===== src/rtl/pwm_dt_pkg.sv =====
package pwm_dt_pkg;
    typedef enum logic {
        STEER_SINGLE = 1'b0,
        STEER_ALT    = 1'b1
    } steer_e;
endpackage


===== src/rtl/pwm_limit.sv =====
// Effective threshold: maximum of all control codes and the period-derived floor.
module pwm_limit #(
    parameter int W      = 8,
    parameter int DT_DIV = 25
) (
    input  logic [W-1:0] err_a,
    input  logic [W-1:0] err_b,
    input  logic [W-1:0] fb_code,
    input  logic [W-1:0] dt_code,
    input  logic [W-1:0] period,
    output logic [W-1:0] thr
);
    localparam int            NCAND = 4;
    localparam logic [W-1:0]  DIV_W = W'(DT_DIV);
    localparam logic [W-1:0]  ONE   = W'(1);

    logic [W-1:0] cand [NCAND];
    logic [W-1:0] quo;
    logic [W-1:0] floor_v;

    always_comb begin
        cand[0] = err_a;
        cand[1] = err_b;
        cand[2] = fb_code;
        cand[3] = dt_code;
        quo     = period / DIV_W;
        floor_v = (quo == '0) ? ONE : quo;
        thr     = floor_v;
        for (int i = 0; i < NCAND; i++) begin
            if (cand[i] > thr) thr = cand[i];
        end
    end
endmodule


===== src/rtl/pwm_ramp.sv =====
// Ramp counter with per-period capture of the wrap value.
module pwm_ramp #(
    parameter int W = 8
) (
    input  logic         clk,
    input  logic         rst_n,
    input  logic         en,
    input  logic [W-1:0] period,
    output logic         load,
    output logic         run,
    output logic [W-1:0] cnt,
    output logic         strobe
);
    typedef struct packed {
        logic [W-1:0] cnt;
        logic [W-1:0] per;
        logic         run;
    } ramp_t;

    ramp_t st_d, st_q;

    always_comb begin
        load = en && (!st_q.run || st_q.cnt == st_q.per);
        st_d = st_q;
        if (!en) begin
            st_d.cnt = '0;
            st_d.run = 1'b0;
        end else if (load) begin
            st_d.cnt = '0;
            st_d.run = 1'b1;
            st_d.per = period;
        end else begin
            st_d.cnt = st_q.cnt + 1'b1;
        end
    end

    always_ff @(posedge clk or negedge rst_n) begin
        if (!rst_n) st_q <= '0;
        else        st_q <= st_d;
    end

    assign run    = st_q.run;
    assign cnt    = st_q.cnt;
    assign strobe = st_q.run && (st_q.cnt == '0);

    a_r2_wrap: assert property (@(posedge clk) disable iff (!rst_n)
        (en && st_q.run && st_q.cnt == st_q.per) |=> (st_q.cnt == '0 && st_q.run));

    a_r9_period_held: assert property (@(posedge clk) disable iff (!rst_n)
        (st_q.run && st_q.cnt != '0) |-> $stable(st_q.per));
endmodule


===== src/rtl/pwm_steer.sv =====
// Captures threshold and mode per period and steers the modulated pulse.
module pwm_steer
    import pwm_dt_pkg::*;
#(
    parameter int W = 8
) (
    input  logic         clk,
    input  logic         rst_n,
    input  logic         en,
    input  logic         load,
    input  logic         run,
    input  logic [W-1:0] cnt,
    input  logic [W-1:0] thr_in,
    input  steer_e       mode_in,
    output logic         q1,
    output logic         q2
);
    typedef struct packed {
        logic [W-1:0] thr;
        steer_e       mode;
        logic         tog;
    } steer_t;

    steer_t st_d, st_q;
    logic   pulse;

    always_comb begin
        st_d = st_q;
        if (!en) begin
            st_d.tog = 1'b0;
        end else if (load) begin
            st_d.thr  = thr_in;
            st_d.mode = mode_in;
            st_d.tog  = (!run || mode_in == STEER_SINGLE) ? 1'b0 : ~st_q.tog;
        end
        pulse = run && (cnt > st_q.thr);
        q1    = pulse && (st_q.mode == STEER_SINGLE || !st_q.tog);
        q2    = pulse && (st_q.mode == STEER_SINGLE ||  st_q.tog);
    end

    always_ff @(posedge clk or negedge rst_n) begin
        if (!rst_n) begin
            st_q.thr  <= '1;
            st_q.mode <= STEER_SINGLE;
            st_q.tog  <= 1'b0;
        end else begin
            st_q <= st_d;
        end
    end

    a_r7_exclusive: assert property (@(posedge clk) disable iff (!rst_n)
        (st_q.mode == STEER_ALT) |-> !(q1 && q2));

    a_r8_twin: assert property (@(posedge clk) disable iff (!rst_n)
        (st_q.mode == STEER_SINGLE) |-> (q1 == q2));

    a_r9_thr_held: assert property (@(posedge clk) disable iff (!rst_n)
        (run && cnt != '0) |-> $stable(st_q.thr));
endmodule


===== src/rtl/pwm_deadtime_ctrl.sv =====
module pwm_deadtime_ctrl
    import pwm_dt_pkg::*;
#(
    parameter int W      = 8,
    parameter int DT_DIV = 25
) (
    input  logic         clk,
    input  logic         rst_n,
    input  logic         en,
    input  logic [W-1:0] err_a,
    input  logic [W-1:0] err_b,
    input  logic [W-1:0] fb_code,
    input  logic [W-1:0] dt_code,
    input  logic         push_pull,
    input  logic [W-1:0] period,
    output logic         q1,
    output logic         q2,
    output logic         period_start
);
    logic         load;
    logic         run;
    logic [W-1:0] cnt;
    logic [W-1:0] thr;
    steer_e       mode_in;

    assign mode_in = push_pull ? STEER_ALT : STEER_SINGLE;

    pwm_limit #(.W(W), .DT_DIV(DT_DIV)) u_limit (
        .err_a   (err_a),
        .err_b   (err_b),
        .fb_code (fb_code),
        .dt_code (dt_code),
        .period  (period),
        .thr     (thr)
    );

    pwm_ramp #(.W(W)) u_ramp (
        .clk    (clk),
        .rst_n  (rst_n),
        .en     (en),
        .period (period),
        .load   (load),
        .run    (run),
        .cnt    (cnt),
        .strobe (period_start)
    );

    pwm_steer #(.W(W)) u_steer (
        .clk     (clk),
        .rst_n   (rst_n),
        .en      (en),
        .load    (load),
        .run     (run),
        .cnt     (cnt),
        .thr_in  (thr),
        .mode_in (mode_in),
        .q1      (q1),
        .q2      (q2)
    );

    a_r1_idle: assert property (@(posedge clk) disable iff (!rst_n)
        !en |=> (!q1 && !q2 && !period_start));

    a_r10_blank: assert property (@(posedge clk) disable iff (!rst_n)
        period_start |-> (!q1 && !q2));
endmodule


===== config.mk =====
export PLATFORM = sky130hd
export DESIGN_NAME = pwm_deadtime_ctrl
export DESIGN_NICKNAME = d
export VERILOG_FILES = /design/src/rtl/pwm_dt_pkg.sv /design/src/rtl/pwm_limit.sv /design/src/rtl/pwm_ramp.sv /design/src/rtl/pwm_steer.sv /design/src/rtl/pwm_deadtime_ctrl.sv
export SDC_FILE = /design/constraint.sdc
export NUM_CORES = 1
export LEC_CHECK = 0
export ABC_AREA = 1
export BUFFER_PORTS_ARGS = -buffer_cell sky130_fd_sc_hd__buf_2
export CAP_MARGIN = 0
export CORE_MARGIN = 1.5
export CORE_UTILIZATION = 35
export DETAILED_ROUTE_END_ITERATION = 16
export HOLD_SLACK_MARGIN = 0.08
export PLACE_DENSITY = 0.56
export SYNTH_ARGS = -nofsm -noshare
export SYNTH_HDL_FRONTEND = slang
export SYNTH_SLANG_ARGS = --single-unit

===== constraint.sdc =====
create_clock -name clk -period 2.6 [get_ports clk]
set_clock_uncertainty 0.15 [all_clocks]
set_input_delay 0.52 -clock clk [delete_from_list [all_inputs] [get_ports clk]]
set_output_delay 0.52 -clock clk [all_outputs]
set_load 0.005 [all_outputs]

==> results.ini <==
[status]
status = complete, but fails checks
violations = negative setup slack

[floorplan]
die_w_um = 96.1
row_count = 33
dieArea_um2 = 9230
die_h_um = 96.1
ios = 47
core_area_um2 = 8300
start_util_pct = 36.5

[place]
placement.cell_area_um2 = 4170
dp.cells = 656
pre_cts_ws_ps = -4610
dp_hpwl_um = 6380
gp_congestion = 0.843
io_buffer_count = 46

[clock_network]
worstSkewPairLatency_ps = 270
htree_levels = 1
clock_path_buffers = 2
cts_root_buffer = clkbuf_8
holdBufCountCts = 0
cts_made_buffers = 3
clk_pin_slew_worst_paths_ps = 90
cts.sinks = 27
cts_tree = yes

[cells_and_area]
final_nets = 675
layout_commonest_cell = buf_4
layout_common_cells = buf_4 (119), nand2_1 (68), buf_2 (41)
nFillCells = 702
synthToLayoutAreaGrowth_pct = 66.5
drive_gt1_share_pct = 56.1
design_area_um2 = 5050
seqCellArea_um2 = 686
final_cells = 695
multi_input_area_um2 = 2600
n_antenna_cell = 0

[drt]
post-route-drc-count = 0
via_per_inst = 4.89
dr_total_vias = 3401
wl_um = 8950
drt_iter0_drc = 75
ant_nets = 0
dr.pass1.iters = 4
wire_per_inst_um = 12.9

[timing]
finalHoldViolCount = 0
fmaxAchievable_ghz = 0.147
tightest_slew_ps = 606
worst_slack_ps = -4220
max_slew_margin_pct = 59.6
fin_setup_tns_ps = -33390
period_needed_ps = 6820
setup_violations = 8
rsz0062_at_grt = true
drv_slew = 0
fin_crit_sh_pct = 262

[yosys]
synth_area_per_cell_um2 = 7.25
mappedNetlistArea_um2 = 3030
netlist_instances = 418
ys_types = 42
yosysSeqAreaShare_pct = 22.6
ys_warn_count = 0
synth-seq-cells = 27
syn-num-nets = 502

[flow_run]
drv_cap = 0

[worst_setup_path]
worstSetupPathType = in -> reg
required_ps = 2650
slowest_delay_ps = 370
rr_endpoint = u_ramp.st_q[5]
critPathMaxFanout = 7
cp_slowest_cell = a2111oi_2
end_kind = register
start_kind = input port
rr_worst_depth = 10
r2r_start = u_ramp.cnt[4]
rrSetupSlack_ps = 380
crit_arrival_ps = 6870
path_common_cell = nand2_1

[pwr]
power_density_nw_per_um2 = 447
p_leak_nw = 2.46
peakVddDrop_mv = 0.167

[global_route]
grt_pass1_wl_um = 13500
antenna_found_initial = 0
grt.overflow.total = 0
grt_max_degree = 28
grt_pass1_vias = 3198
grt_usage_pct = 18.1

[min_path]
min_path_type = in -> async

==> power by group <==
group	switching (W)	total (W)	internal, W
Clock	0.000126	0.000236	0.000110
Sequential	0.0000350	0.000543	0.000508
Combinational	0.000717	0.00148	0.000759
==> flip-flops by register name, indices dropped and copies added (netlist names) <==
signal,cells
u_ramp.cnt,8
u_ramp.st_q,8
u_steer.st_q,10
u_ramp.run,1
==> final cells by class <==
type	count	area share, %
flip-flops and latches	27	13.6
clock buffers	4	0.892
inverters	66	5.53
repair buffers	174	25.9
multi-input cells	319	51.5
well taps	105	2.60
==> critical path, delay by kind of cell <==
kind / cells / cell delay (ps)
compound gates: 17 / 2120
simple gates: 21 / 2070
fa+ha+maj: 5 / 1190
buf+inv: 10 / 1000
==> worst max-delay path by stage <==
stage | from | to
3_3_place_gp | period[4] | u_steer.st_q[5]
2_1_floorplan | period[7] | u_steer.st_q[8]
6_report | period[6] | u_steer.st_q[4]
4_1_cts | period[4] | u_steer.st_q[8]
3_5_place_dp | period[4] | u_steer.st_q[4]
5_1_grt | period[6] | u_steer.st_q[4]
==> cells in the mapped netlist, drive strengths merged <==
master,number,area [um2]
a2111oi,1,8.76
a21o,1,8.76
a21oi,29,171
a22oi,1,7.51
a31oi,2,12.5
and2,1,6.26
buf,1,5.00
clkbuf,5,26.3
clkinv,2,8.75
dfrtp,19,475
dfstp,8,210
ha,40,500
inv,64,243
nand2,104,455
nand3,25,188
nand3b,2,15.0
nand4,12,75.1
nor2,28,149
nor3,4,20.0
nor4,2,12.5
o211ai,10,80.1
o21ai,43,241
o21bai,1,7.51
o41ai,1,8.76
or2,4,25.0
xnor2,4,35.0
xor2,4,35.0
==> metrics by stage <==
stage	utilization, %	power, W	hold WS, ps
global placement	50.2	0.00153	314
detailed placement	50.2	0.00155	318
global route	60.8	0.00244	141
finish	60.8	0.00226	94.0
floorplan	-	0.00114	74.4
CTS	55.7	0.00202	111
==> cells by family (layout without fill, tap and decap cells) <==
family / after synthesis / count (layout) / share of synthesized area [%]
AO/OA/AOI/OAI: 89 / 89 / 18.0
XOR/XNOR: 8 / 8 / 2.31
adder cells (fa/ha/maj): 40 / 40 / 16.5
buffers and inverters: 72 / 244 / 9.33
flip-flops: 27 / 27 / 22.6
AND/OR/NAND/NOR: 182 / 182 / 31.2
==> layer usage <==
metal	up-vias	global-route usage, %	part of all wire, %
met5	-	0	0
met1	1595	23.1	44
li1	1745	-	-
met4	0	3.92	1.8
met3	17	1.74	1.9
met2	44	32.8	52
==> what timing repair did <==
action | 4_1_cts | 5_1_grt
pin swaps | 25 | 55
setup buffers | 23 | 11
resized for setup | 66 | 70
setup endpoints to repair | 9 | 10
gates cloned | 2 | 0
No activity file was read; power rests on OpenSTA's default activity.
